## config.mk

```make
export PLATFORM = sky130hd
export DESIGN_NAME = vreg_cache
export DESIGN_NICKNAME = d
export VERILOG_FILES = /design/src/rtl/vrc_pkg.sv /design/src/rtl/vrc_tagstore.sv /design/src/rtl/vrc_lru.sv /design/src/rtl/vreg_cache.sv
export SDC_FILE = /design/constraint.sdc
export NUM_CORES = 1
export LEC_CHECK = 0
export BUFFER_PORTS_ARGS = -buffer_cell sky130_fd_sc_hd__buf_2
export CAP_MARGIN = 20
export CORE_MARGIN = 2
export CORE_UTILIZATION = 51
export CTS_BUF_LIST = sky130_fd_sc_hd__clkbuf_2 sky130_fd_sc_hd__clkbuf_4 sky130_fd_sc_hd__clkbuf_8
export CTS_CLUSTER_DIAMETER = 150
export DETAILED_ROUTE_END_ITERATION = 7
export HOLD_SLACK_MARGIN = 0.03
export PLACE_DENSITY = 0.84
export SKIP_CTS_REPAIR_TIMING = 1
export SYNTH_ARGS = -nofsm -noshare
export SYNTH_HDL_FRONTEND = slang
export SYNTH_SLANG_ARGS = --single-unit
```

## constraint.sdc

```tcl
create_clock -name clk -period 10.3 [get_ports clk]
set_input_delay 0.515 -clock clk [delete_from_list [all_inputs] [get_ports clk]]
set_output_delay 0.515 -clock clk [all_outputs]
set_load 0.02 [all_outputs]
```

## src/rtl/vrc_pkg.sv

```systemverilog
`timescale 1ns/1ps
package vrc_pkg;
  localparam int unsigned ARCH_REGS = 32;
  localparam int unsigned ARCH_W    = 5;
  localparam int unsigned NUM_OPS   = 3;

  typedef enum logic [1:0] {
    ST_LOOK      = 2'd0,
    ST_SPILL     = 2'd1,
    ST_FILL_REQ  = 2'd2,
    ST_FILL_WAIT = 2'd3
  } vrc_state_e;
endpackage

```

## src/rtl/vrc_tagstore.sv

```systemverilog
`timescale 1ns/1ps
module vrc_tagstore #(
  parameter int unsigned NUM_SLOTS = 4,
  parameter int unsigned IDX_W     = 5,
  parameter int unsigned NQ        = 3,
  localparam int unsigned SLOT_W   = (NUM_SLOTS > 1) ? $clog2(NUM_SLOTS) : 1
) (
  input  logic                          clk,
  input  logic                          rst_n,
  input  logic [NQ-1:0][IDX_W-1:0]      q_idx,
  output logic [NQ-1:0]                 q_hit,
  output logic [NQ-1:0][SLOT_W-1:0]     q_slot,
  input  logic                          ins_en,
  input  logic [SLOT_W-1:0]             ins_slot,
  input  logic [IDX_W-1:0]              ins_tag,
  input  logic                          inv_en,
  input  logic [SLOT_W-1:0]             inv_slot,
  input  logic                          dset_en,
  input  logic [SLOT_W-1:0]             dset_slot,
  output logic [NUM_SLOTS-1:0]          valid_o,
  output logic [NUM_SLOTS-1:0]          dirty_o,
  output logic [NUM_SLOTS-1:0][IDX_W-1:0] tag_o
);
  logic [NUM_SLOTS-1:0]            valid_q, valid_d;
  logic [NUM_SLOTS-1:0]            dirty_q, dirty_d;
  logic [NUM_SLOTS-1:0][IDX_W-1:0] tag_q, tag_d;

  always_comb begin
    valid_d = valid_q;
    dirty_d = dirty_q;
    tag_d   = tag_q;
    if (inv_en) begin
      valid_d[inv_slot] = 1'b0;
      dirty_d[inv_slot] = 1'b0;
    end
    if (dset_en) dirty_d[dset_slot] = 1'b1;
    if (ins_en) begin
      valid_d[ins_slot] = 1'b1;
      dirty_d[ins_slot] = 1'b0;
      tag_d[ins_slot]   = ins_tag;
    end
  end

  always_ff @(posedge clk or negedge rst_n) begin
    if (!rst_n) begin
      valid_q <= '0;
      dirty_q <= '0;
      tag_q   <= '0;
    end else begin
      valid_q <= valid_d;
      dirty_q <= dirty_d;
      tag_q   <= tag_d;
    end
  end

  always_comb begin
    q_hit  = '0;
    q_slot = '0;
    for (int unsigned q = 0; q < NQ; q++) begin
      for (int unsigned s = 0; s < NUM_SLOTS; s++) begin
        if (valid_q[s] && (tag_q[s] == q_idx[q])) begin
          q_hit[q]  = 1'b1;
          q_slot[q] = SLOT_W'(s);
        end
      end
    end
  end

  assign valid_o = valid_q;
  assign dirty_o = dirty_q;
  assign tag_o   = tag_q;

  logic dup_tag;
  always_comb begin
    dup_tag = 1'b0;
    for (int unsigned a = 0; a < NUM_SLOTS; a++)
      for (int unsigned b = a + 1; b < NUM_SLOTS; b++)
        if (valid_q[a] && valid_q[b] && (tag_q[a] == tag_q[b])) dup_tag = 1'b1;
  end

  // one architectural register never lives in two slots
  p_unique_tag_r1: assert property (@(posedge clk) disable iff (!rst_n) !dup_tag);
  // a dirty slot is always a valid slot
  p_dirty_valid_r5: assert property (@(posedge clk) disable iff (!rst_n) (dirty_q & ~valid_q) == '0);
endmodule

```

## src/rtl/vrc_lru.sv

```systemverilog
`timescale 1ns/1ps
module vrc_lru #(
  parameter int unsigned NUM_SLOTS = 4,
  parameter int unsigned NT        = 3,
  localparam int unsigned SLOT_W   = (NUM_SLOTS > 1) ? $clog2(NUM_SLOTS) : 1
) (
  input  logic                        clk,
  input  logic                        rst_n,
  input  logic [NT-1:0]               touch_en,
  input  logic [NT-1:0][SLOT_W-1:0]   touch_slot,
  input  logic [NUM_SLOTS-1:0]        lock_mask,
  input  logic [NUM_SLOTS-1:0]        valid_i,
  output logic [SLOT_W-1:0]           victim_o
);
  logic [NUM_SLOTS-1:0][SLOT_W-1:0] age_q, age_d;
  logic [SLOT_W-1:0]                ref_age;

  // Ages form a permutation: 0 = newest, NUM_SLOTS-1 = oldest.
  always_comb begin
    age_d   = age_q;
    ref_age = '0;
    for (int unsigned t = 0; t < NT; t++) begin
      if (touch_en[t]) begin
        ref_age = age_d[touch_slot[t]];
        for (int unsigned k = 0; k < NUM_SLOTS; k++)
          if (age_d[k] < ref_age) age_d[k] = age_d[k] + SLOT_W'(1);
        age_d[touch_slot[t]] = '0;
      end
    end
  end

  always_ff @(posedge clk or negedge rst_n) begin
    if (!rst_n) begin
      for (int unsigned k = 0; k < NUM_SLOTS; k++) age_q[k] <= SLOT_W'(k);
    end else if (|touch_en) begin
      age_q <= age_d;
    end
  end

  logic              inv_found, old_found;
  logic [SLOT_W-1:0] inv_pick, old_pick, old_age;
  always_comb begin
    inv_found = 1'b0;
    old_found = 1'b0;
    inv_pick  = '0;
    old_pick  = '0;
    old_age   = '0;
    for (int unsigned k = 0; k < NUM_SLOTS; k++) begin
      if (!lock_mask[k]) begin
        if (!valid_i[k] && !inv_found) begin
          inv_found = 1'b1;
          inv_pick  = SLOT_W'(k);
        end
        if (!old_found || (age_q[k] > old_age)) begin
          old_found = 1'b1;
          old_pick  = SLOT_W'(k);
          old_age   = age_q[k];
        end
      end
    end
    victim_o = inv_found ? inv_pick : old_pick;
  end

  logic [NUM_SLOTS-1:0] newest_vec, oldest_vec;
  always_comb begin
    for (int unsigned k = 0; k < NUM_SLOTS; k++) begin
      newest_vec[k] = (age_q[k] == '0);
      oldest_vec[k] = (age_q[k] == SLOT_W'(NUM_SLOTS - 1));
    end
  end

  // recency order stays a strict ranking
  p_one_newest_r4: assert property (@(posedge clk) disable iff (!rst_n) $countones(newest_vec) == 1);
  p_one_oldest_r4: assert property (@(posedge clk) disable iff (!rst_n) $countones(oldest_vec) == 1);
endmodule

```

## src/rtl/vreg_cache.sv

```systemverilog
`timescale 1ns/1ps
module vreg_cache
  import vrc_pkg::*;
#(
  parameter int unsigned NUM_SLOTS = 4,
  parameter int unsigned VLEN      = 64,
  parameter int unsigned AW        = 32,
  parameter logic [31:0] BASE_ADDR = 32'h0000_1000,
  localparam int unsigned SLOT_W   = (NUM_SLOTS > 1) ? $clog2(NUM_SLOTS) : 1,
  localparam int unsigned VBYTES   = VLEN / 8
) (
  input  logic              clk,
  input  logic              rst_n,
  input  logic              acc_valid,
  output logic              acc_ready,
  input  logic              rs1_en,
  input  logic [ARCH_W-1:0] rs1_idx,
  input  logic              rs2_en,
  input  logic [ARCH_W-1:0] rs2_idx,
  input  logic              rd_en,
  input  logic [ARCH_W-1:0] rd_idx,
  input  logic [VLEN-1:0]   rd_wdata,
  output logic [VLEN-1:0]   rs1_rdata,
  output logic [VLEN-1:0]   rs2_rdata,
  output logic              mem_req_valid,
  input  logic              mem_req_ready,
  output logic              mem_req_we,
  output logic [AW-1:0]     mem_req_addr,
  output logic [VLEN-1:0]   mem_req_wdata,
  input  logic              mem_rsp_valid,
  input  logic [VLEN-1:0]   mem_rsp_rdata
);
  localparam int unsigned OP_RD = NUM_OPS - 1;

  function automatic logic [AW-1:0] backing_addr(input logic [ARCH_W-1:0] idx);
    return AW'(BASE_ADDR) + (AW'(idx) * AW'(VBYTES));
  endfunction

  // Operand bundle: 0 = rs1, 1 = rs2, 2 = rd
  logic [NUM_OPS-1:0]                  op_en;
  logic [NUM_OPS-1:0][ARCH_W-1:0]      op_idx;
  logic [NUM_OPS-1:0]                  q_hit, miss;
  logic [NUM_OPS-1:0][SLOT_W-1:0]      q_slot;
  assign op_en  = {rd_en, rs2_en, rs1_en};
  assign op_idx = {rd_idx, rs2_idx, rs1_idx};
  assign miss   = op_en & ~q_hit;

  vrc_state_e        state_q, state_d;
  logic [SLOT_W-1:0] vic_q, vic_d;
  logic [ARCH_W-1:0] tgt_q, tgt_d;
  logic [ARCH_REGS-1:0] spilled_q, spilled_d;
  logic [VLEN-1:0]   data_q [NUM_SLOTS];

  logic                            ins_en, inv_en, dset_en;
  logic [SLOT_W-1:0]               ins_slot, inv_slot, dset_slot;
  logic [ARCH_W-1:0]               ins_tag;
  logic [NUM_SLOTS-1:0]            slot_valid, slot_dirty, lock_mask;
  logic [NUM_SLOTS-1:0][ARCH_W-1:0] slot_tag;
  logic [NUM_OPS-1:0]              touch_en;
  logic [NUM_OPS-1:0][SLOT_W-1:0]  touch_slot;
  logic [SLOT_W-1:0]               victim;
  logic                            data_we;
  logic [SLOT_W-1:0]               data_slot;
  logic [VLEN-1:0]                 data_wval;

  vrc_tagstore #(.NUM_SLOTS(NUM_SLOTS), .IDX_W(ARCH_W), .NQ(NUM_OPS)) u_tags (
    .clk(clk), .rst_n(rst_n),
    .q_idx(op_idx), .q_hit(q_hit), .q_slot(q_slot),
    .ins_en(ins_en), .ins_slot(ins_slot), .ins_tag(ins_tag),
    .inv_en(inv_en), .inv_slot(inv_slot),
    .dset_en(dset_en), .dset_slot(dset_slot),
    .valid_o(slot_valid), .dirty_o(slot_dirty), .tag_o(slot_tag)
  );

  vrc_lru #(.NUM_SLOTS(NUM_SLOTS), .NT(NUM_OPS)) u_lru (
    .clk(clk), .rst_n(rst_n),
    .touch_en(touch_en), .touch_slot(touch_slot),
    .lock_mask(lock_mask), .valid_i(slot_valid), .victim_o(victim)
  );

  // Slots holding operands of the pending access are not replaceable.
  always_comb begin
    lock_mask = '0;
    for (int unsigned i = 0; i < NUM_OPS; i++)
      if (op_en[i] && q_hit[i]) lock_mask[q_slot[i]] = 1'b1;
  end

  // First missing operand in rs1, rs2, rd order.
  logic [ARCH_W-1:0] tgt_idx;
  logic              tgt_is_src;
  always_comb begin
    tgt_idx    = op_idx[0];
    tgt_is_src = 1'b1;
    if (miss[0]) begin
      tgt_idx = op_idx[0];
    end else if (miss[1]) begin
      tgt_idx = op_idx[1];
    end else if (miss[2]) begin
      tgt_idx    = op_idx[OP_RD];
      tgt_is_src = 1'b0;
    end
  end

  assign acc_ready = (state_q == ST_LOOK) && !(|miss);
  assign rs1_rdata = data_q[q_slot[0]];
  assign rs2_rdata = data_q[q_slot[1]];

  always_comb begin
    state_d       = state_q;
    vic_d         = vic_q;
    tgt_d         = tgt_q;
    spilled_d     = spilled_q;
    ins_en        = 1'b0;
    ins_slot      = vic_q;
    ins_tag       = tgt_q;
    inv_en        = 1'b0;
    inv_slot      = vic_q;
    dset_en       = 1'b0;
    dset_slot     = q_slot[OP_RD];
    data_we       = 1'b0;
    data_slot     = q_slot[OP_RD];
    data_wval     = rd_wdata;
    touch_en      = '0;
    touch_slot    = q_slot;
    mem_req_valid = 1'b0;
    mem_req_we    = 1'b0;
    mem_req_addr  = backing_addr(tgt_q);
    mem_req_wdata = data_q[vic_q];
    unique case (state_q)
      ST_LOOK: begin
        if (acc_valid && !(|miss)) begin
          touch_en = op_en;
          if (rd_en) begin
            data_we = 1'b1;
            dset_en = 1'b1;
          end
        end else if (acc_valid) begin
          vic_d = victim;
          tgt_d = tgt_idx;
          if (slot_valid[victim] && slot_dirty[victim]) begin
            state_d = ST_SPILL;
          end else if (tgt_is_src && spilled_q[tgt_idx]) begin
            state_d = ST_FILL_REQ;
          end else begin
            ins_en        = 1'b1;
            ins_slot      = victim;
            ins_tag       = tgt_idx;
            data_we       = 1'b1;
            data_slot     = victim;
            data_wval     = '0;
            touch_en[0]   = 1'b1;
            touch_slot[0] = victim;
          end
        end
      end
      ST_SPILL: begin
        mem_req_valid = 1'b1;
        mem_req_we    = 1'b1;
        mem_req_addr  = backing_addr(slot_tag[vic_q]);
        if (mem_req_ready) begin
          inv_en                     = 1'b1;
          spilled_d[slot_tag[vic_q]] = 1'b1;
          state_d                    = ST_LOOK;
        end
      end
      ST_FILL_REQ: begin
        mem_req_valid = 1'b1;
        if (mem_req_ready) state_d = ST_FILL_WAIT;
      end
      ST_FILL_WAIT: begin
        if (mem_rsp_valid) begin
          ins_en        = 1'b1;
          data_we       = 1'b1;
          data_slot     = vic_q;
          data_wval     = mem_rsp_rdata;
          touch_en[0]   = 1'b1;
          touch_slot[0] = vic_q;
          state_d       = ST_LOOK;
        end
      end
      default: state_d = ST_LOOK;
    endcase
  end

  always_ff @(posedge clk or negedge rst_n) begin
    if (!rst_n) begin
      state_q   <= ST_LOOK;
      vic_q     <= '0;
      tgt_q     <= '0;
      spilled_q <= '0;
    end else begin
      state_q   <= state_d;
      vic_q     <= vic_d;
      tgt_q     <= tgt_d;
      spilled_q <= spilled_d;
    end
  end

  always_ff @(posedge clk) begin
    if (data_we) data_q[data_slot] <= data_wval;
  end

  // request fields stay put until accepted
  p_req_hold_r7: assert property (@(posedge clk) disable iff (!rst_n)
    (mem_req_valid && !mem_req_ready) |=> (mem_req_valid && $stable(mem_req_addr) && $stable(mem_req_we)));
  // pipeline is stalled during memory traffic
  p_stall_r7: assert property (@(posedge clk) disable iff (!rst_n) mem_req_valid |-> !acc_ready);
  // a resident operand of a pending access stays resident
  p_lock_rs1_r8: assert property (@(posedge clk) disable iff (!rst_n)
    (acc_valid && !acc_ready && rs1_en && q_hit[0]) |=> (!acc_valid || !rs1_en || (rs1_idx != $past(rs1_idx)) || q_hit[0]));
  p_lock_rs2_r8: assert property (@(posedge clk) disable iff (!rst_n)
    (acc_valid && !acc_ready && rs2_en && q_hit[1]) |=> (!acc_valid || !rs2_en || (rs2_idx != $past(rs2_idx)) || q_hit[1]));
  // write-back only from a dirty resident slot
  p_spill_dirty_r5: assert property (@(posedge clk) disable iff (!rst_n)
    (state_q == ST_SPILL) |-> (slot_valid[vic_q] && slot_dirty[vic_q]));
  // reads only for registers that have a backing copy
  p_fill_backed_r6: assert property (@(posedge clk) disable iff (!rst_n)
    (state_q == ST_FILL_REQ) |-> spilled_q[tgt_q]);
endmodule

```

==> results of run 1 <==
-- layer usage --
| layer | part of all wire, % | GRT usage [%] |
|---|---|---|
| met5 | 0.019 | 0 |
| met4 | 5.0 | 16.8 |
| met2 | 48 | 51.2 |
| met3 | 11 | 7.08 |
| met1 | 37 | 39.8 |
-- flip-flops by register name (all words and copies together) (netlist names) --
| register | flops |
|---|---|
| data_q | 256 |
| inv_slot | 2 |
| spilled_q | 32 |
| state_q | 2 |
| tgt_q | 5 |
| u_lru.age_q | 8 |
| u_tags.dirty_o | 4 |
| u_tags.tag_o | 20 |
| u_tags.valid_o | 4 |
-- placed cells by master (no fill, tap or decap), drive strengths merged, types with 31 or more instances in the layout --
cell / instances
nand2: 78
clkbuf: 72
o21ai: 120
a211oi: 78
buf: 415
edfxtp: 256
xor2: 31
a21oi: 41
a22oi: 140
mux2i: 91
dfrtp: 73
nor2: 131
mux4: 69
a22o: 67
mux2: 33
a21o: 89
-- cells by family (layout without fill, tap and decap cells) --
| group | Yosys count | in the layout | share of synthesized area (%) |
|---|---|---|---|
| buf+inv | 207 | 545 | 4.51 |
| simple gates | 358 | 358 | 8.50 |
| fa+ha+maj | 15 | 15 | 0.918 |
| other cells | 2 | 28 | 0.0367 |
| mux | 193 | 193 | 14.0 |
| compound gates | 643 | 643 | 22.5 |
| flops | 333 | 333 | 47.0 |
| xor+xnor | 60 | 60 | 2.57 |
-- worst paths after layout --
kind                                         endpoint  depth (start not counted)                         start  slack (ps)
max                        u_lru.age_q[7]$_DFFE_PN1P_                         43  u_tags.tag_o[13]$_DFFE_PN0P_         710
min                            data_q[2][5]$_DFFE_PP_                          2              mem_rsp_rdata[5]         230
max reg2reg                u_lru.age_q[7]$_DFFE_PN1P_                         43  u_tags.tag_o[13]$_DFFE_PN0P_         710
min reg2reg                 spilled_q[17]$_DFFE_PN0P_                          1     spilled_q[17]$_DFFE_PN0P_         460
max in group asynchronous  u_lru.age_q[5]$_DFFE_PN1P_                          4                         rst_n        9180
min in group asynchronous   spilled_q[23]$_DFFE_PN0P_                          3                         rst_n         460
-- worst reg2reg max path: cells and delay by family (launching register included) --
family	cells	cell delay, ps
simple gates	16	3120
fa+ha+maj	5	1450
mux	4	1170
flops	1	490
buf+inv	2	320
xor+xnor	1	200
compound gates	15	2760
-- power by group --
| group | leakage, µW | internal (µW) | switching [µW] |
|---|---|---|---|
| sequential | 0.00333 | 1820 | 247 |
| combinational | 0.00562 | 1190 | 1970 |
| clock | 0.000591 | 649 | 548 |
-- through the flow --
step	setup WS, ps	hold slack, ps
global placement	526	434
CTS	438	111
detailed placement	300	444
finish	711	231
global route	13.3	230
floorplan	548	219
-- final cells by class --
| cell class | instances | share of cell area (%) |
|---|---|---|
| multi-input cells | 1296 | 42.3 |
| flip-flops and latches | 333 | 40.1 |
| repair buffers | 416 | 9.71 |
| clock buffers | 72 | 3.76 |
| well taps | 525 | 2.74 |
| clock inverters | 28 | 0.901 |
| inverters | 29 | 0.453 |
| diodes | 1 | 0.0104 |
==> summary.md, run 1 <==
| Metric | Value |
|---|---|
| First-pass GRT wire length | `101000 µm` |
| Non-Filler Instances | `2700` |
| Clock root cell | `clkbuf_8` |
| Die width | `204 µm` |
| RePlAce Congestion | `0.971` |
| Vias/cell | `6.69` |
| Setup_tns | `0 ps` |
| Synth async-reset ratio | `23.1%` |
| TritonCTS clock tree | `built` |
| Fraction of layout cells with a size suffix above 1 | `30.5%` |
| Cell with the most instances after synthesis | `edfxtp_1` |
| Layout fillers | `3179` |
| CP endpoint kind | `flip-flop` |
| Htree depth | `2` |
| Mapped Area | `20500 µm²` |
| Power Dens Cells | `267 nW/µm²` |
| Final nets | `2296` |
| Multi-input gate area | `10200 µm²` |
| CP top delay family | `simple AND/OR/NAND/NOR gates` |
| Largest net degree at the start of global routing | `79` |
| Clock sink total | `333` |
| Leak Pwr | `0.00955 µW` |
| Vias | `18100` |
| Ys Warns | `0` |
| Clock buffer depth | `3` |
| Yosys cell types | `85` |
| Seq cells post-synth | `333` |
| Count of pins over their slew limit | `0` |
| CP max stage cell | `dfrtp_1` |
| Sequential share of the synthesized area | `47.0%` |
| CP max stage delay | `490 ps` |
| WS Path Type | `flip-flop to flip-flop` |
| RSZ-0062 raised after global routing | `false` |
| Max Fclk | `0.104 GHz` |
| Min Tclk post-route | `9590 ps` |
| Vias in the first global route | `18000` |
| Die H | `204 µm` |
| Syn_area_per_cell | `11.3 µm²` |
| TritonCTS buffer count | `54` |
| GRT Overall Usage | `31.7%` |
| Final Hold Viols | `0` |
| Worst Skew | `35.8 ps` |
| Drt drc | `0` |
| Placed Area | `22800 µm²` |
| Clk slew on worst S/H paths | `60 ps` |
| Area leader, netlist | `edfxtp_1` |
| Number of max-cap violations | `0` |
| GRT overflow | `0` |
| Post-synth EDFFs | `256` |
| Rel. slew slack | `25.3%` |
| Clock Latency Late Sink | `670 ps` |
| Routed Antenna Nets | `0` |
| Detail Placement HPWL | `44400 µm` |
| Tcrit/Tclk final | `93.1%` |
| DR iter-0 viols | `1826` |
| Initial DRT Pass Iterations | `8` |
| Peak supply drop | `0.174 mV` |
| Area delta synth->final | `17.4%` |
| Area share of the largest cell type after synthesis | `37.6%` |
| FP Rows | `73` |
| Register area | `9630 µm²` |
| Main flop type after synthesis | `edfxtp_1` |
| Post-Route WL | `67600 µm` |
| DR WL/cell | `25.1 µm` |
| Gate Count Post-Synth | `1811` |
| Finished Core Util | `60.6%` |
| CP Data Required Time | `10880 ps` |
| Top cell by count, worst path | `ha_1` |
| Worst EP arrival | `10170 ps` |
| Initial antenna violation count | `2` |
| Initial Utilization | `51.6%` |
| Final setup violation count | `0` |
| Synth top area cells | `edfxtp_1 (38%), dfrtp_1 (8.9%), mux4_2 (7.6%)` |
| CORE AREA | `39600 µm²` |
| Max FO, Critical Path | `7` |
| Least-Margin Pin Slew | `1120 ps` |
| WP buf/inv | `2` |
| Die area | `41700 µm²` |
| CP Launch Type | `flip-flop` |
| I/O pins | `378` |
| Final Cell Area | `24000 µm²` |
| Total Power | `6410 µW` |
| Placed cells | `2594` |
| PortBufs | `350` |
| Worst min path class | `input port to flip-flop` |
| Synth cell count leaders | `edfxtp_1 (256), a22oi_1 (140), nor2_1 (128)` |
| Outcome | `finished clean` |
No activity file was read; power rests on OpenSTA's default activity.
==> run 2: changes to the inputs <==
- BUFFER_PORTS_ARGS: -buffer_cell sky130_fd_sc_hd__buf_2 -> unset
- DONT_BUFFER_PORTS: unset -> 1
- PLACE_DENSITY: 0.84 -> 0.76
==> run 2 against run 1 <==
  * Register-to-register slack gained 20 ps
  * Highest routed layer is now met4
  * Wire length shrank 2.5%
  * Worst setup slack gained 22 ps
  * Total power shrank 4.3%
  * Critical path type unchanged
  * Non-clock buffer count shrank 367
  * Critical endpoint is now u_lru.age_q[1]$_DFFE_PN0P_
  * Largest power group unchanged
  * Die area is the same
  * First-iteration DRC count shrank 13%
  * Worst hold slack lost 120 ps
==> summary.md, run 2 (synthesis gave the netlist of run 1 again) <==
| Metric | Value |
|---|---|
| WS Path Type | `flip-flop to flip-flop` |
| Worst EP arrival | `10080 ps (-90 ps)` |
| I/O pins | `378 (unchanged)` |
| PortBufs | `0 (-100%)` |
| TritonCTS clock tree | `built` |
| Drt drc | `0 (unchanged)` |
| DR WL/cell | `28.2 µm (+13%)` |
| Outcome | `finished clean` |
| FP Rows | `73 (unchanged)` |
| Largest net degree at the start of global routing | `89 (+13%)` |
| Die width | `204 µm (unchanged)` |
| Worst Hold Launch | `mem_req_ready` |
| Top cell by count, worst path | `ha_1` |
| Clock sink total | `333 (unchanged)` |
| Detail Placement HPWL | `43500 µm (-1.9%)` |
| Final nets | `1931 (-16%)` |
| Highest-count cells in the layout ignoring fill and taps | `edfxtp_1 (256), a22oi_1 (139), nor2_1 (123)` |
| Reg2Reg Setup Slack | `730 ps (+20 ps)` |
| Peak supply drop | `0.250 mV (+43%)` |
| Power Dens Cells | `276 nW/µm² (+3.4%)` |
| Vias/cell | `6.96 (+4.0%)` |
| DP Worst Slack | `-136 ps (-436 ps)` |
| Max FO, Critical Path | `6 (-1)` |
| Vias in the first global route | `15600 (-13%)` |
| Hold EP | `u_tags.valid_o[3]$_DFF_PN0_` |
| Commonest non-fill, non-tap cell in the layout | `edfxtp_1` |
| CP Data Required Time | `10810 ps (-70 ps)` |
| Max Fclk | `0.105 GHz (+0.23%)` |
| CORE AREA | `39600 µm² (unchanged)` |
| RePlAce Congestion | `0.936 (-3.6%)` |
| Finished Core Util | `56.1% (-4.5 points)` |
| GRT overflow | `0 (unchanged)` |
| Max reg flops | `256 (unchanged)` |
| Final Hold Viols | `0 (unchanged)` |
| Total Power | `6140 µW (-4.3%)` |
| Clock Latency Late Sink | `660 ps (about the same)` |
| Die H | `204 µm (unchanged)` |
| Htree depth | `2 (unchanged)` |
| TritonCTS buffer count | `56 (+3.7%)` |
| CP max stage cell | `nor4_1` |
| GRT Overall Usage | `30.7% (-0.94 points)` |
| Post-Route WL | `66000 µm (-2.5%)` |
| CP Launch Type | `flip-flop` |
| Area delta synth->final | `8.64%` |
| Vias | `16300 (-10%)` |
| End of the worst register-to-register path | `u_lru.age_q[1]$_DFFE_PN0P_` |
| Most flops, register | `data_q` |
| Rel. slew slack | `18.9% (-6.4 points)` |
| Leak Pwr | `0.00813 µW (-15%)` |
| Worst min path class | `input port to flip-flop` |
| Initial Utilization | `51.6% (unchanged)` |
| Final setup violation count | `0 (unchanged)` |
| Reg2reg path depth | `42 (-2.3%)` |
| Least-Margin Pin Slew | `1210 ps (+94.3 ps)` |
| Clock root cell | `clkbuf_8` |
| Fraction of layout cells with a size suffix above 1 | `16.6% (-14 points)` |
| Min Tclk post-route | `9570 ps (-22.3 ps)` |
| Tcrit/Tclk final | `92.9% (-0.22 points)` |
| Reg2reg start | `u_tags.tag_o[6]$_DFFE_PN0P_` |
| Die area | `41700 µm² (unchanged)` |
| CP max stage delay | `470 ps (-20 ps)` |
| CP endpoint kind | `flip-flop` |
| First-pass GRT wire length | `96600 µm (-4.7%)` |
| Worst Skew | `36.0 ps (+0.244 ps)` |
| Hold path cells | `2 (unchanged)` |
| Count of pins over their slew limit | `0 (unchanged)` |
| Clk slew on worst S/H paths | `70 ps (about the same)` |
| Final worst slack | `733 ps (+22.3 ps)` |
| Clock buffer depth | `3 (unchanged)` |
| DR iter-0 viols | `1582 (-13%)` |
| Hold WS | `113 ps (-118 ps)` |
| Number of max-cap violations | `0 (unchanged)` |
| Initial antenna violation count | `3 (+1)` |
| Initial DRT Pass Iterations | `6 (-2)` |
| Routed Antenna Nets | `0 (unchanged)` |
| RSZ-0062 raised after global routing | `false` |
-- run 2: how the worst max path moves through the flow --
stage / start / to / slack [ps] / cells past startpoint
finish: u_tags.tag_o[6]$_DFFE_PN0P_ / u_lru.age_q[1]$_DFFE_PN0P_ / 730 / 42
global route: u_tags.tag_o[14]$_DFFE_PN0P_ / u_lru.age_q[1]$_DFFE_PN0P_ / 10 / 43
CTS: u_tags.tag_o[6]$_DFFE_PN0P_ / u_lru.age_q[1]$_DFFE_PN0P_ / -180 / 43
detailed placement: rs1_idx[1] / u_lru.age_q[1]$_DFFE_PN0P_ / -140 / 43
global placement: rs1_idx[1] / u_lru.age_q[1]$_DFFE_PN0P_ / 70 / 43
floorplan: rs2_idx[0] / data_q[3][0]$_DFFE_PP_ / 550 / 32
-- run 2: through the flow --
step | std cells | TNS, ps | instance area, µm²
finish | 2336 | 0 | 22200
detailed placement | 2228 | -168 | 20900
global route | 2335 | 0 | 22200
floorplan | 1836 | 0 | 20500
CTS | 2329 | -260 | 22100
global placement | 2228 | 0 | 20900
-- run 2: where the power goes --
| part | switching, µW | total (µW) | leakage [µW] | internal (µW) |
|---|---|---|---|---|
| sequential | 227 | 2040 | 0.00334 | 1820 |
| combinational | 1890 | 2810 | 0.00416 | 922 |
| clock | 565 | 1280 | 0.000630 | 714 |
-- run 2: final cells by class --
| class | instances | area, µm² |
|---|---|---|
| Antenna cell | 3 | 7.51 |
| Clock buffer | 73 | 923 |
| Clock inverter | 28 | 274 |
| Fill cell | 3270 | 17400 |
| Inverter | 29 | 109 |
| Multi-Input combinational cell | 1296 | 10200 |
| Sequential cell | 333 | 9630 |
| Tap cell | 525 | 657 |
| Timing Repair Buffer | 49 | 428 |
-- run 2: per-layer routing --
layer | up-vias | routed length [µm] | track usage, %
li1 | 7009 | - | -
met1 | 8058 | 24800 | 40.1
met2 | 1034 | 31400 | 49.2
met3 | 166 | 7410 | 7.83
met4 | 0 | 2370 | 12.4
met5 | - | 0 | 0
-- run 2: worst max-delay path, delay by kind of cell, from the launching register on --
family | cells | cell delay (ps)
xor+xnor | 1 | 180
fa+ha+maj | 5 | 1480
mux | 4 | 1260
simple gates | 17 | 3300
flops | 1 | 450
compound gates | 15 | 2750
